## src/rtl/dpd_wake_pkg.sv

```systemverilog
package dpd_wake_pkg;

  typedef enum logic {
    ST_RUN  = 1'b0,
    ST_DOWN = 1'b1
  } pwr_state_e;

  localparam int unsigned SRC_PIN = 0;
  localparam int unsigned SRC_TMR = 1;
  localparam int unsigned SRC_POR = 2;
  localparam int unsigned SRC_NUM = 3;

  // Bit order matches the flag vector: [2] por, [1] timer, [0] pin.
  typedef struct packed {
    logic por;
    logic tmr;
    logic pin;
  } wake_src_t;

endpackage

```

## src/rtl/dpd_pin_sync.sv

```systemverilog
module dpd_pin_sync #(
  parameter int unsigned STAGES = 2
) (
  input  logic clk,
  input  logic rst_n,
  input  logic pin_i,
  output logic fall_o
);

  logic [STAGES-1:0] chain_q;
  logic [STAGES-1:0] chain_d;
  logic              hist_q;
  logic              hist_d;

  // Shift chain: bit 0 samples the pin, the top bit is the settled value.
  always_comb begin
    chain_d = {chain_q[STAGES-2:0], pin_i};
    hist_d  = chain_q[STAGES-1];
  end

  // Reset to the idle-high level so release of reset is not an edge.
  always_ff @(posedge clk or negedge rst_n) begin
    if (!rst_n) begin
      chain_q <= '1;
      hist_q  <= 1'b1;
    end else begin
      chain_q <= chain_d;
      hist_q  <= hist_d;
    end
  end

  assign fall_o = hist_q & ~chain_q[STAGES-1];

endmodule

```

## src/rtl/dpd_wake_timer.sv

```systemverilog
module dpd_wake_timer #(
  parameter int unsigned SEL_W    = 4,
  parameter int unsigned BASE_LOG = 2
) (
  input  logic             clk,
  input  logic             rst_n,
  input  logic             clr_i,
  input  logic             run_i,
  input  logic             tick_i,
  input  logic [SEL_W-1:0] sel_i,
  output logic             hit_o
);

  localparam int unsigned         CNT_W   = BASE_LOG + SEL_W;
  localparam logic [CNT_W-1:0]    CNT_MAX = '1;

  logic [CNT_W-1:0] cnt_q;
  logic [CNT_W-1:0] cnt_d;
  logic             cnt_en;
  logic [SEL_W-1:0] tap_match;

  // Clear while running; count ticks while down, saturating at the top.
  always_comb begin
    cnt_en = clr_i | (run_i & tick_i & (cnt_q != CNT_MAX));
    cnt_d  = clr_i ? '0 : cnt_q + CNT_W'(1);
  end

  always_ff @(posedge clk or negedge rst_n) begin
    if (!rst_n) begin
      cnt_q <= '0;
    end else if (cnt_en) begin
      cnt_q <= cnt_d;
    end
  end

  // One comparator per select bit; each tap is a distinct power of two.
  for (genvar k = 0; k < SEL_W; k++) begin : g_tap
    localparam logic [CNT_W-1:0] TAP = CNT_W'(1) << (BASE_LOG + k);
    assign tap_match[k] = sel_i[k] & (cnt_q == TAP);
  end

  assign hit_o = run_i & (|tap_match);

endmodule

```

## src/rtl/dpd_flag_bank.sv

```systemverilog
module dpd_flag_bank #(
  parameter int unsigned NSRC  = 3,
  parameter int unsigned SCR_W = 8
) (
  input  logic             clk,
  input  logic             rst_n,
  input  logic [NSRC-1:0]  set_i,
  input  logic [NSRC-1:0]  clr_i,
  input  logic             scr_we_i,
  input  logic [SCR_W-1:0] scr_wdata_i,
  output logic [NSRC-1:0]  flags_o,
  output logic [SCR_W-1:0] scr_o
);

  logic [NSRC-1:0]  flags_q;
  logic [NSRC-1:0]  flags_d;
  logic             flags_en;
  logic [SCR_W-1:0] scr_q;

  // Set dominates clear on the same edge.
  always_comb begin
    flags_en = (|set_i) | (|clr_i);
    flags_d  = (flags_q & ~clr_i) | set_i;
  end

  always_ff @(posedge clk or negedge rst_n) begin
    if (!rst_n) begin
      flags_q <= '0;
    end else if (flags_en) begin
      flags_q <= flags_d;
    end
  end

  always_ff @(posedge clk or negedge rst_n) begin
    if (!rst_n) begin
      scr_q <= '0;
    end else if (scr_we_i) begin
      scr_q <= scr_wdata_i;
    end
  end

  assign flags_o = flags_q;
  assign scr_o   = scr_q;

endmodule

```

## src/rtl/dpd_wake_ctrl.sv

```systemverilog
module dpd_wake_ctrl
  import dpd_wake_pkg::*;
#(
  parameter int unsigned TSEL_W      = 4,
  parameter int unsigned TBASE_LOG   = 2,
  parameter int unsigned SCR_W       = 8,
  parameter int unsigned SYNC_STAGES = 2
) (
  input  logic              clk,
  input  logic              rst_n,
  input  logic              dpd_en_i,
  input  logic              wfi_i,
  input  logic              dbg_active_i,
  input  logic              wake_pin_i,
  input  logic              pin_wake_dis_i,
  input  logic              lfo_tick_i,
  input  logic              lfo_pd_i,
  input  logic [TSEL_W-1:0] tmr_sel_i,
  input  logic              por_evt_i,
  input  logic [2:0]        flag_clr_i,
  input  logic              scratch_we_i,
  input  logic [SCR_W-1:0]  scratch_wdata_i,
  output logic              pd_req_o,
  output logic              cpu_rst_o,
  output logic [2:0]        flags_o,
  output logic [SCR_W-1:0]  scratch_o
);

  pwr_state_e         state_q;
  pwr_state_e         state_d;
  logic               rst_pulse_q;
  logic               rst_pulse_d;
  logic               pin_fall;
  logic               tmr_hit;
  logic               tmr_run;
  logic               tmr_clr;
  logic               enter_req;
  logic               wake_any;
  wake_src_t          src;
  logic [SRC_NUM-1:0] flag_set;

  dpd_pin_sync #(
    .STAGES (SYNC_STAGES)
  ) u_pin_sync (
    .clk    (clk),
    .rst_n  (rst_n),
    .pin_i  (wake_pin_i),
    .fall_o (pin_fall)
  );

  assign tmr_clr = (state_q == ST_RUN);
  assign tmr_run = (state_q == ST_DOWN) & ~lfo_pd_i;

  dpd_wake_timer #(
    .SEL_W    (TSEL_W),
    .BASE_LOG (TBASE_LOG)
  ) u_wake_timer (
    .clk    (clk),
    .rst_n  (rst_n),
    .clr_i  (tmr_clr),
    .run_i  (tmr_run),
    .tick_i (lfo_tick_i),
    .sel_i  (tmr_sel_i),
    .hit_o  (tmr_hit)
  );

  // Wake source qualification and entry condition.
  always_comb begin
    src.pin   = pin_fall & ~pin_wake_dis_i;
    src.tmr   = tmr_hit;
    src.por   = por_evt_i;
    enter_req = (state_q == ST_RUN) & dpd_en_i & wfi_i & ~dbg_active_i;
    wake_any  = (state_q == ST_DOWN) & (|src);
    flag_set  = wake_any ? src : '0;
  end

  // Next-state logic.
  always_comb begin
    state_d     = state_q;
    rst_pulse_d = 1'b0;
    unique case (state_q)
      ST_RUN: begin
        if (enter_req) begin
          state_d = ST_DOWN;
        end
      end
      ST_DOWN: begin
        if (wake_any) begin
          state_d     = ST_RUN;
          rst_pulse_d = 1'b1;
        end
      end
      default: state_d = ST_RUN;
    endcase
  end

  always_ff @(posedge clk or negedge rst_n) begin
    if (!rst_n) begin
      state_q     <= ST_RUN;
      rst_pulse_q <= 1'b0;
    end else begin
      state_q     <= state_d;
      rst_pulse_q <= rst_pulse_d;
    end
  end

  dpd_flag_bank #(
    .NSRC  (SRC_NUM),
    .SCR_W (SCR_W)
  ) u_flag_bank (
    .clk         (clk),
    .rst_n       (rst_n),
    .set_i       (flag_set),
    .clr_i       (flag_clr_i),
    .scr_we_i    (scratch_we_i),
    .scr_wdata_i (scratch_wdata_i),
    .flags_o     (flags_o),
    .scr_o       (scratch_o)
  );

  assign pd_req_o  = (state_q == ST_DOWN);
  assign cpu_rst_o = rst_pulse_q;

endmodule

```

## config.mk

```make
export PLATFORM = sky130hd
export DESIGN_NAME = dpd_wake_ctrl
export DESIGN_NICKNAME = d
export VERILOG_FILES = /design/src/rtl/dpd_wake_pkg.sv /design/src/rtl/dpd_pin_sync.sv /design/src/rtl/dpd_wake_timer.sv /design/src/rtl/dpd_flag_bank.sv /design/src/rtl/dpd_wake_ctrl.sv
export SDC_FILE = /design/constraint.sdc
export NUM_CORES = 1
export LEC_CHECK = 0
export ABC_AREA = 1
export BUFFER_PORTS_ARGS = -buffer_cell sky130_fd_sc_hd__buf_2
export CORE_MARGIN = 4
export CORE_UTILIZATION = 30
export DETAILED_ROUTE_END_ITERATION = 7
export PLACE_DENSITY_LB_ADDON = 0.15
export RECOVER_POWER = 50
export SYNTH_ARGS = -nofsm -noshare
export SYNTH_HDL_FRONTEND = slang
export SYNTH_SLANG_ARGS = --single-unit
```

## constraint.sdc

```tcl
create_clock -name clk -period 1.4 [get_ports clk]
set_input_delay 0.28 -clock clk [delete_from_list [all_inputs] [get_ports clk]]
set_output_delay 0.28 -clock clk [all_outputs]
set_load 0.1 [all_outputs]
```

== Word-level counts from Yosys, hierarchy flattened ==
Cells that the tools add are included.
Storage, ports and cells
  input port bits: 26
  flip-flop bits (word level): 22
  logic and storage cells: 48
  output and inout port bits: 13
Operators by class
  reduce and logical (&&, ||, !) cells: 4
  bitwise logic cells: 24
  equality and inequality tests: 5
  muxes and demuxes: 7
  $add $sub $neg: 1
Operators by type and width (count)
  AND 1 bit: 14
  OR reduction 3 bit: 3
  adder 6 x 1 -> 6 bit (second input constant): 1
  == test 6 x 3 -> 1 bit (second input constant): 1
  == test 6 x 4 -> 1 bit (second input constant): 1
  == test 6 x 5 -> 1 bit (second input constant): 1
  == test 6 bit (second input constant): 1
  two-way mux 6 bit: 1
  inequality test 6 bit (second input constant): 1
  NOT 1 bit: 5
  two-way mux 1 bit: 4
  OR reduction 4 bit: 1
  AND 3 bit: 1
  two-way mux 3 bit: 1
  NOT 3 bit: 1
  OR 3 bit: 1
  OR 1 bit: 2
  one-hot mux 1 bit (2 select lines): 1

== Depth between registers and ports, before layout ==
  depth in word-level cells: 9
  mapped depth: 10
  gate-level depth less buffers: 10

== Hierarchy ==
From an unflattened synthesis, not the netlist that was laid out.
Second synthesis, totals
  cells, all modules: 137
  area, all modules: 1082.3 µm²
By module, submodules not included
  dpd_wake_timer: times used 1, cells each 64, seq. area each 150.1 µm², area an instance 440.4 µm²
  dpd_flag_bank: times used 1, cells each 49, seq. area each 275.3 µm², area an instance 425.4 µm²
  dpd_wake_ctrl: times used 1, cells each 19, seq. area each 50.0 µm², area an instance 127.6 µm²
  dpd_pin_sync: times used 1, cells each 5, seq. area each 78.8 µm², area an instance 88.8 µm²

== Least setup slack after synthesis ==
OpenSTA, ideal clock, no wires.
  path kind: reg-to-reg
  from: reg state_q (netlist: pd_req_o)
  to: reg u_wake_timer.cnt_q[0]
  path buffers: 1
  setup slack: -0.418 ns
  period minus slack after synthesis: 1.818 ns
  arrival: 1.701 ns
  required time: 1.283 ns
  stages on the path, launching flop included: 9
  library setup time: 0.117 ns
  cell sequence: dfrtp_1 buf_6 inv_4 nor2_8 nand2_4 nor2_8 inv_4 o21ai_1 inv_1
On the way
  longest elaborated chain between the ends: 4
  elaborated cells between the ends (all ways): 6
  those cells by class: mux: 1; bitwise: 5
Ends and longest elaborated chain
  start, declared: RTL line dpd_wake_ctrl.sv:29  | pwr_state_e state_q;
  start signal, assigned: RTL line dpd_wake_ctrl.sv:102  | state_q <= state_d;
  AND 1 bit: RTL line dpd_wake_ctrl.sv:52  | assign tmr_run = (state_q == ST_DOWN) & ~lfo_pd_i;
  AND 1 bit (2 in series): RTL line dpd_wake_timer.sv:24  | cnt_en = clr_i | (run_i & tick_i & (cnt_q != CNT_MAX));
  OR 1 bit: RTL line dpd_wake_timer.sv:24
  end signal, assigned: RTL line dpd_wake_timer.sv:32  | cnt_q <= cnt_d;
  end, declared: RTL line dpd_wake_timer.sv:17  | logic [CNT_W-1:0] cnt_q;
Several ways; a longest one is shown, not always the timed one.
A chain may end at the register's enable or synchronous reset.

== Worst setup path in the final report ==
  from: reg state_q (netlist: pd_req_o)
  to: out pd_req_o
RTL lines
  end, declared: RTL line dpd_wake_ctrl.sv:23  | output logic pd_req_o,
No word-level cell between the ends.

==> qor.csv <==
metric,value,unit
status,finished clean,
fmax,761,MHz
gr ovfl total,0,
most common cell in the netlist,nand2_1,
"EDFF count, synth",0,
diode count,0,
crit path max fanout,5,
Worst Setup Start Kind,flop,
core area,0.00342,sq mm
Slew Limit Fails,0,
Setup crit end kind,output port,
simple-gate share of the synthesized area,0.230,
final core occ,0.422,
Worst Hold Class,input port to flop,
drt first pass iters,4,
pwr dens,1520,mW/mm^2
FILL cells,360,
Cells after DPL,193,
Setup CP Type,flop to output port,
Worst EP required,1.12,ns
largest family of logic cells by synthesized area,simple AND/OR/NAND/NOR gates,
Iter 0 DRT Violations,44,
syn_nets,139,
H-Tree Depth,1,
Hold Crit Start,wake_pin_i,
Die Area,0.00462,sq mm
ys flop type,dfrtp_1,
minimum clock period after layout,1.31,ns
worst path buffer plus inverter count,1,
area of the multi-input gates,433,sq um
Die Y,68.0,microns
Tcrit/Tclk final,0.939,
clock buffer depth,2,
largest net degree at the start of global routing,23,
Detailed Place HPWL,1740,microns
vias in the first global route,856,
Synth top cells by count,"nand2_1 (24), dfrtp_1 (19), inv_1 (17), mux2_2 (8)",
CTS Root Cell,clkbuf_4,
Post-Synthesis Cells,111,
hold worst-path end,u_pin_sync.chain_q[0],
Non-Filler Instances,200,
residual DRC count,0,
"delay-heaviest family, CP",flip-flops,
Fin Setup TNS,0,ns
clk sinks,22,
arrival time worst endpoint,1.03,ns
DRT antenna net count,0,
global-route wire length before repair,3710,microns
post-synth top area cell,dfrtp_1,
"Largest stage delay, worst path",0.54,ns
worst slew pin tran,0.504,ns
Synth Cell Area,0.00108,sq mm
max_cap viols,0,
r2r setup slk,0.12,ns
CTS tree,yes,
Layout Nets,183,
multiplexer share of the synthesized area,0.0835,
initial core utilization,0.316,
share of cells above drive strength 1,0.461,
RSZ-0062 raised after global routing,true,
Clock Latency Late Sink,0.30,ns
Horiz. Die Dim,68.0,microns
Vias per Instance,4.32,
"CTS clk-pin slew, worst paths",0.13,ns
post-synthesis compound-gate area fraction,0.0603,
Synth Area in Adders,0.0232,
Hold Slack,0.0567,ns
Worst VDD drop,0.600,mV
FF+latch area,558,sq um
WL per Instance,11.5,microns
max_slew headroom,0.664,
Post-Synthesis Mean Instance Area,9.72,sq um
top-area cell type share of the netlist area,0.441,
Setup Skew,0.00569,ns
"Slowest-stage cell, CP",dfrtp_4,
"Critical Path, Cell by Cell",buf_12,
initial antenna violation count,0,
Synth area leaders,"dfrtp_1 (44%), mux2_2 (8.4%), nand2_1 (8.4%)",
Final Wtd Congestion,0.836,
worst slack at placement,0.0624,ns
sequential-to-total area share from yosys stat,0.514,
Synth cell types,24,
PortBufs,38,
Ports,39,
Layout area overhead,33.6,%
final hold vios,0,
final WL,2310,microns
Total GRT Usage,0.107,
final setup vio count,0,
xor and xnor fraction of the mapped netlist area,0,
Syn. warnings,0,
Post-synth ARST share,1.00,
Synth Register Bits,22,
CP startpoint,pd_req_o,
Lkg Pwr,0.752,nW
row cnt,21,
number of stages on the worst hold path,1,
Worst R2R Start,u_wake_timer.cnt_q[0],
Num CTS Buffers,3,
"Worst Setup Slack, final",0.0860,ns
R2R cell count,7,
reg2reg end,u_wake_timer.cnt_q[0],
Vias,864,
## cell type report
type	count	share of cell area
repair buffers	41	0.181
clock buffers	3	0.0156
inverters	20	0.0556
clock inverters	1	0.0208
well taps	46	0.0399
multi-input cells	67	0.300
flip-flops and latches	22	0.387
## power breakdown
part           internal [mW]  switching, mW  total [mW]
registers              0.719         0.0666       0.786
clock network          0.289          0.199       0.488
logic                  0.257          0.664       0.920
total                   1.26          0.929        2.19
## stage by stage
step	cell area (sq um)	total power, mW
6_report	1440	2.19
5_1_grt	1440	2.30
4_1_cts	1410	2.18
3_5_place_dp	1330	1.66
3_3_place_gp	1330	1.65
2_1_floorplan	1080	1.47
## cells by family after synthesis
| group | after synthesis |
|---|---|
| multiplexers | 8 |
| AND/OR/NAND/NOR | 46 |
| buffers and inverters | 22 |
| AO/OA/AOI/OAI | 11 |
| flip-flops | 22 |
| adder cells (fa/ha/maj) | 2 |
## worst max path at each step
stage | slack [ns] | depth (start not counted) | end
3_3_place_gp | 0.08 | 7 | u_wake_timer.cnt_q[0]
5_1_grt | -0.03 | 10 | u_flag_bank.flags_o[0]
3_5_place_dp | 0.06 | 7 | u_wake_timer.cnt_q[0]
6_report | 0.09 | 1 | pd_req_o
2_1_floorplan | -0.02 | 8 | u_wake_timer.cnt_q[0]
4_1_cts | 0.002 | 1 | scratch_o[0]
## per-layer routing
layer  GRT usage  routed length [microns]  up-vias
li1            -                        -      437
met1       0.136                      975      396
met3      0.0246                      150        2
met5           0                        0        -
met4      0.0372                       16        0
met2       0.179                     1170       29
## flip-flops by register name (all words and copies together), names as in the netlist
name                 cells
u_flag_bank.scr_o        8
u_pin_sync.hist_q        1
u_wake_timer.cnt_q       6
u_flag_bank.flags_o      3
u_pin_sync.chain_q       2
pd_req_o                 1
cpu_rst_o                1
## what timing repair did
| action | 4_1_cts | 5_1_grt |
|---|---|---|
| setup buffers | 0 | 2 |
| hold endpoints to repair | 19 | 0 |
| pin swaps | 0 | 1 |
| hold buffers | 1 | 0 |
| gates resized for setup | 7 | 9 |
| setup endpoints to repair | 7 | 14 |
## placed cells by master (no fill, tap or decap), types with 2 or more instances in the layout
cell type	netlist	routed
inv_2	1	3
a21oi_1	2	2
o21ai_0	2	2
nand2_2	1	2
nand2_4	2	2
o21ai_1	3	3
nand2_1	24	23
buf_2	1	25
buf_4	0	9
nand3_1	6	6
o21ai_2	2	2
dfrtp_1	19	18
clkbuf_4	0	8
nor2_1	6	6
nand4_1	3	3
dfstp_2	3	3
nor2_8	2	2
mux2_2	8	8
inv_1	17	15
inv_4	2	2
No activity file was read; power rests on OpenSTA's default activity.
